$ cat config.mk
export PLATFORM = sky130hd
export DESIGN_NAME = synapseArray
export DESIGN_NICKNAME = d
export VERILOG_FILES = /design/src/rtl/synPkg.sv /design/src/rtl/synLfsrTap.sv /design/src/rtl/synCtrl.sv /design/src/rtl/synDatapath.sv /design/src/rtl/synapseArray.sv
export SDC_FILE = /design/constraint.sdc
export NUM_CORES = 2
export LEC_CHECK = 0
export ABC_AREA = 1
export BUFFER_PORTS_ARGS = -buffer_cell sky130_fd_sc_hd__clkbuf_2
export CORE_MARGIN = 2
export CORE_UTILIZATION = 59
export DETAILED_ROUTE_END_ITERATION = 12
export HOLD_SLACK_MARGIN = 0.08
export PLACE_DENSITY_LB_ADDON = 0.3
export SYNTH_ARGS = -nofsm -noshare
export SYNTH_HDL_FRONTEND = slang
export SYNTH_SLANG_ARGS = --single-unit
$ cat constraint.sdc
create_clock -name clk -period 7.8 [get_ports clk]
set_clock_uncertainty 0.05 [all_clocks]
set_input_delay 0 -clock clk [delete_from_list [all_inputs] [get_ports clk]]
set_output_delay 0 -clock clk [all_outputs]
set_load 0.005 [all_outputs]
$ cat src/rtl/synPkg.sv
package synPkg;

  // Remaining-cycles counter for one inhibitory pulse.
  typedef logic [1:0] inhTimer_t;

  // Number of cycles an inhibitory spike stays active.
  localparam inhTimer_t INH_HOLD = 2'd2;

  // Width able to hold a count from zero to maxVal.
  function automatic int cntWidth(input int maxVal);
    return $clog2(maxVal + 1);
  endfunction

  // Multiplier spreading generator seeds; odd, so all seeds differ.
  localparam int SEED_STEP = 40503;

endpackage

$ cat src/rtl/synLfsrTap.sv
module synLfsrTap #(
  parameter int LFSR_W = 16,
  parameter logic [LFSR_W-1:0] TAPS = 16'hB400,
  parameter logic [LFSR_W-1:0] SEED = 16'h0001,
  parameter int PROB_BITS = 2
) (
  input  logic clk,
  input  logic rst,
  output logic fire
);

  logic [LFSR_W-1:0] state;

  // Galois form, shifting right; never reaches zero from a nonzero seed.
  always_ff @(posedge clk) begin
    if (rst) begin
      state <= SEED;
    end else if (state[0]) begin
      state <= (state >> 1) ^ TAPS;
    end else begin
      state <= state >> 1;
    end
  end

  // Probability of 1/2**PROB_BITS per cycle.
  assign fire = (state[PROB_BITS-1:0] == '0);

endmodule

$ cat src/rtl/synCtrl.sv
module synCtrl import synPkg::*; #(
  parameter int NUM_EXC = 60,
  parameter int NUM_INH = 40,
  parameter int DELAY = 1,
  parameter int LFSR_W = 16,
  parameter int PROB_BITS = 2,
  parameter int SEED_BASE = 32'h1D2B
) (
  input  logic               clk,
  input  logic               rst,
  input  logic [NUM_EXC-1:0] distVec,
  input  logic [NUM_EXC-1:0] excMask,
  input  logic [NUM_INH-1:0] inhSpike,
  input  logic [NUM_INH-1:0] inhMask,
  output logic [NUM_EXC-1:0] excStrobe,
  output logic [NUM_INH-1:0] inhStrobe
);

  logic [NUM_EXC-1:0] rndFire;
  logic [NUM_EXC-1:0] excGated;
  logic [NUM_INH-1:0] inhGated;

  // One random source per excitatory synapse, each from its own seed.
  for (genvar i = 0; i < NUM_EXC; i++) begin : g_tap
    localparam logic [LFSR_W-1:0] RAW_SEED = LFSR_W'(SEED_BASE + (i + 1) * SEED_STEP);
    localparam logic [LFSR_W-1:0] TAP_SEED = (RAW_SEED == '0) ? LFSR_W'(1) : RAW_SEED;
    synLfsrTap #(
      .LFSR_W   (LFSR_W),
      .SEED     (TAP_SEED),
      .PROB_BITS(PROB_BITS)
    ) u_tap (
      .clk (clk),
      .rst (rst),
      .fire(rndFire[i])
    );
  end

  assign excGated = rndFire & distVec & ~excMask;
  assign inhGated = inhSpike & ~inhMask;

  // Delay line of equal length for both synapse types.
  logic [NUM_EXC-1:0] excPipe [DELAY];
  logic [NUM_INH-1:0] inhPipe [DELAY];

  always_ff @(posedge clk) begin
    if (rst) begin
      for (int s = 0; s < DELAY; s++) begin
        excPipe[s] <= '0;
        inhPipe[s] <= '0;
      end
    end else begin
      excPipe[0] <= excGated;
      inhPipe[0] <= inhGated;
      for (int s = 1; s < DELAY; s++) begin
        excPipe[s] <= excPipe[s-1];
        inhPipe[s] <= inhPipe[s-1];
      end
    end
  end

  assign excStrobe = excPipe[DELAY-1];
  assign inhStrobe = inhPipe[DELAY-1];

endmodule

$ cat src/rtl/synDatapath.sv
module synDatapath import synPkg::*; #(
  parameter int NUM_EXC = 60,
  parameter int NUM_INH = 40,
  parameter int EW = 6,
  parameter int IW = 6,
  parameter int NW = 7
) (
  input  logic                 clk,
  input  logic                 rst,
  input  logic [NUM_EXC-1:0]   excStrobe,
  input  logic [NUM_INH-1:0]   inhStrobe,
  output logic [EW-1:0]        excCur,
  output logic [IW-1:0]        inhCur,
  output logic signed [NW-1:0] netCur
);

  logic [NUM_EXC-1:0] excPulse;
  logic [NUM_INH-1:0] inhActive;

  // Excitatory: one cycle of current per spike.
  always_ff @(posedge clk) begin
    if (rst) excPulse <= '0;
    else     excPulse <= excStrobe;
  end

  // Inhibitory: a spike reloads the hold count, so pulses that overlap extend the window.
  for (genvar j = 0; j < NUM_INH; j++) begin : g_inh
    inhTimer_t timer;
    always_ff @(posedge clk) begin
      if (rst)                timer <= '0;
      else if (inhStrobe[j])  timer <= INH_HOLD;
      else if (timer != '0)   timer <= timer - 1'b1;
    end
    assign inhActive[j] = (timer != '0);
  end

  logic [EW-1:0] excSum;
  logic [IW-1:0] inhSum;

  always_comb begin
    excSum = '0;
    for (int i = 0; i < NUM_EXC; i++) excSum = excSum + EW'(excPulse[i]);
  end

  always_comb begin
    inhSum = '0;
    for (int j = 0; j < NUM_INH; j++) inhSum = inhSum + IW'(inhActive[j]);
  end

  always_ff @(posedge clk) begin
    if (rst) begin
      excCur <= '0;
      inhCur <= '0;
      netCur <= '0;
    end else begin
      excCur <= excSum;
      inhCur <= inhSum;
      netCur <= $signed(NW'(excSum)) - $signed(NW'(inhSum));
    end
  end

endmodule

$ cat src/rtl/synapseArray.sv
module synapseArray import synPkg::*; #(
  parameter int NUM_EXC = 60,
  parameter int NUM_INH = 40,
  parameter int DELAY = 1,
  parameter int LFSR_W = 16,
  parameter int PROB_BITS = 2,
  parameter int SEED_BASE = 32'h1D2B,
  localparam int EW = cntWidth(NUM_EXC),
  localparam int IW = cntWidth(NUM_INH),
  localparam int NW = ((EW > IW) ? EW : IW) + 1
) (
  input  logic                 clk,
  input  logic                 rst,
  input  logic [NUM_EXC-1:0]   distVec,
  input  logic [NUM_EXC-1:0]   excMask,
  input  logic [NUM_INH-1:0]   inhSpike,
  input  logic [NUM_INH-1:0]   inhMask,
  output logic [EW-1:0]        excCur,
  output logic [IW-1:0]        inhCur,
  output logic signed [NW-1:0] netCur
);

  logic [NUM_EXC-1:0] excStrobe;
  logic [NUM_INH-1:0] inhStrobe;

  synCtrl #(
    .NUM_EXC  (NUM_EXC),
    .NUM_INH  (NUM_INH),
    .DELAY    (DELAY),
    .LFSR_W   (LFSR_W),
    .PROB_BITS(PROB_BITS),
    .SEED_BASE(SEED_BASE)
  ) u_ctrl (
    .clk      (clk),
    .rst      (rst),
    .distVec  (distVec),
    .excMask  (excMask),
    .inhSpike (inhSpike),
    .inhMask  (inhMask),
    .excStrobe(excStrobe),
    .inhStrobe(inhStrobe)
  );

  synDatapath #(
    .NUM_EXC(NUM_EXC),
    .NUM_INH(NUM_INH),
    .EW     (EW),
    .IW     (IW),
    .NW     (NW)
  ) u_dp (
    .clk      (clk),
    .rst      (rst),
    .excStrobe(excStrobe),
    .inhStrobe(inhStrobe),
    .excCur   (excCur),
    .inhCur   (inhCur),
    .netCur   (netCur)
  );

endmodule

==> run_results.csv <==
group,metric,value,unit
status,status,"finished clean",
power,cellLeakagePower,0.0217,uW
clock_tree,cts_root_buf,"clkbuf_16",
min_path,min_to,"u_ctrl.excPipe[0][23]",
yosys,synth_top_area_share,64.6,%
worst_setup_path,arrival,7450,ps
global_route,grt_pass1_vias,24200,
worst_setup_path,reg2reg_slack,850,ps
yosys,synth.distinct_cells,25,
place,dp_cells,4673,
routing,vias,23800,
sta,setup_viol,0,
floorplan,core,0.0632,mm2
yosys,ys_async_sr_fraction,0,%
yosys,synth_top_cell_by_area,"dfxtp_1",
layout,area_delta_synth_final,23.4,%
global_route,antenna_found_initial,7,
worst_setup_path,critPathRequiredTime,8300,ps
sta,hold_violations,0,
worst_setup_path,path_cells,"or2_2 > ha_1 > inv_1 > fa_1 > inv_1 > fa_1 > fa_1 > fa_1 > inv_1 > fa_1 > fa_1 > fa_1 > fa_1 > inv_1 > fa_1 > fa_1 > o21ai_0 > and2_1 > nor2_1",
worst_setup_path,cp-start-kind,"flip-flop",
routing,remaining_drc_errors,0,
worst_setup_path,cp_common_cell,"fa_1",
routing,firstDrtPassIters,5,
floorplan,die_h,257,um
clock_tree,ctsResizeCount,0,
global_route,grt-ovfl-total,0,
power,p_total,13700,uW
routing,wl_per_cell,13.7,um
worst_setup_path,cp_max_fo,3,
sta,worst_pin_slew,1070,ps
run,maxCapViolations,0,
floorplan,die_w,257,um
worst_setup_path,slowest_delay,600,ps
clock_tree,cts.clk_slew.worst_paths,60,ps
worst_setup_path,regToRegStartpoint,"u_dp.g_inh[0].timer[1]",
routing,drt.antenna.violating_nets,0,
routing,wirelength,72000,um
global_route,grt_pass1_wl,119000,um
worst_setup_path,setup.worst_path.end_class,"flip-flop",
yosys,post-synth-top-count-cell,"dfxtp_1",
sta,post-route-min-period,6950,ps
worst_setup_path,cp_slowest_cell,"fa_1",
sta,relSlewSlack,28.7,%
sta,finalCritPeriodShare,89.1,%
yosys,yosys-top-cells-count,"dfxtp_1, nor2_1, inv_1",
min_path,hp-start,"distVec[23]",
yosys,ys_seq_area_share,64.6,%
yosys,netlist_area,0.0378,mm2
min_path,whs_path_depth,4,
floorplan,fp.dieArea,0.0661,mm2
worst_setup_path,timing.rr.end,"u_dp.netCur[4]",
yosys,ys_ff_latch,1219,
sta,fmax,0.144,GHz
layout,drive_gt1_share,17.6,%
place,place.gp.congestion,0.778,
sta,drv_slew,0,
clock_tree,htreeDepth,3,
yosys,yosysWarnings,0,
clock_tree,cts.sinks,1219,
global_route,grt_usage,21.9,%
global_route,grt_max_degree,252,
clock_tree,cts_hold_buf,364,
clock_tree,cts_buffer_depth,3,
worst_setup_path,rr_worst_depth,19,
clock_tree,cts-buffers-inserted,113,
clock_tree,cts_tree,"done",
layout,instances_no_fill,5252,
place,dpl.hpwl,38400,um
layout,utilization,73.8,%
power,vdd_drop_max,0.000228,V
power,power_density,293,mW/mm2
worst_setup_path,crit_type,"flip-flop to flip-flop",
yosys,synthCells,3729,
sta,fin_ws,853,ps
layout,final_nets,4622,
place,place_ws,1030,ps
yosys,synthFlopType,"dfxtp_1",
clock_tree,worstSkewPairLatency,660,ps
routing,viasPerCell,4.53,
floorplan,io_pins,221,
yosys,synth_edf_count,0,
routing,drt_first_iter_violations,1376,
yosys,synth_nets,4045,
place,io_buffers,220,
yosys,syn_area_per_cell,10.1,um2
floorplan,rows,92,
min_path,hold_class,"primary input to flip-flop",
clock_tree,postCtsSetupBuffers,0,
sta,rsz0062_at_grt,"no",
sta,setup_tns,0,ps
yosys,netlist_top_cells_area,"dfxtp_1, nor2_1, inv_1",
floorplan,start_util,59.8,%
-- critical path, delay by kind of cell, from the launching register on --
family	cells	cell delay, ps
adders and majority gates	11	5470
and+or+nand+nor	3	490
DFF	1	330
buffers and inverters	4	290
AOI/OAI and AO/OA	1	200
-- cell usage in the layout (no fill, tap or decap), types with 4 or more instances in the layout --
cell	synthesis	final
clkbuf_8	0	24
diode_2	0	4
nor4_1	30	30
clkbuf_2	4	219
o21ai_0	96	96
nor3_2	21	21
fa_1	82	82
or2_1	31	31
clkinv_2	0	29
nand3_1	21	21
dfxtp_1	1219	1219
a21oi_1	143	143
buf_4	52	6
clkinvlp_4	0	6
dlygate4sd3_1	0	364
xnor2_1	91	91
clkbuf_16	0	114
clkbuf_1	24	25
ha_1	32	32
nor3_1	51	51
bufinv_16	0	8
nand2_1	150	150
inv_1	616	616
or2_2	338	338
nor2_1	670	670
-- worst max-delay path by stage --
stage / startpoint / to / slack [ps]
4_1_cts: u_dp.g_inh[0].timer[1] / u_dp.netCur[4] / 1020
3_3_place_gp: u_dp.g_inh[0].timer[1] / u_dp.netCur[4] / 1060
6_report: u_dp.g_inh[0].timer[1] / u_dp.netCur[4] / 850
5_1_grt: u_dp.g_inh[0].timer[1] / u_dp.netCur[5] / 520
2_1_floorplan: u_dp.g_inh[0].timer[1] / u_dp.netCur[4] / 1300
3_5_place_dp: u_dp.g_inh[0].timer[1] / u_dp.netCur[4] / 1030
-- state kept, by name (all words and copies together) (netlist names) --
register                  cells
u_dp.inhCur                   6
u_ctrl.g_tap.u_tap.state    960
u_dp.excCur                   6
u_ctrl.excPipe               60
u_dp.g_inh.timer             80
u_ctrl.inhPipe               40
u_dp.excPulse                60
u_dp.netCur                   7
-- logic make-up after synthesis --
family                   Yosys count  synth area share (%)
XOR/XNOR                          93                  2.16
adder cells (fa/ha/maj)          114                  5.40
buffers and inverters            747                  8.36
flip-flops                      1219                  64.6
AO/OA/AOI/OAI                    240                  3.18
AND/OR/NAND/NOR                 1316                  16.3
-- routing by layer --
| metal | vias up | global-route usage, % | routed length [um] |
|---|---|---|---|
| met5 | - | 0 | 34 |
| met4 | 6 | 7.78 | 2230 |
| met3 | 179 | 4.51 | 3140 |
| met2 | 471 | 37.7 | 34700 |
| met1 | 11000 | 27.4 | 31900 |
| li1 | 12200 | - | - |
-- area by class of cell --
cell class                 count  area, um2
inverter                     617       2320
tap                          846       1060
multi-input combinational   1763      10200
clock buffer                 163       3280
fill                        4156      16600
antenna                        4       10.0
clock inverter                48        508
sequential                  1219      24400
timing repair buffer         592       4840
-- per-stage QoR --
stage / hold WS, ps / instance area [um2]
after floorplan: 18.5 / 37800
after global placement: 110 / 39200
after detailed placement: 109 / 39200
after CTS: 81.0 / 46600
after global routing: 102 / 46600
final: 115 / 46600
-- report_power, final --
part           leakage, uW  internal (uW)  switching [uW]  total (uW)
clock              0.00187           3190            2280        5480
sequential          0.0101           6600             127        6730
combinational      0.00972            674             783        1460
total               0.0217          10500            3190       13700
Note: power is estimated with default switching activity, not from simulation.
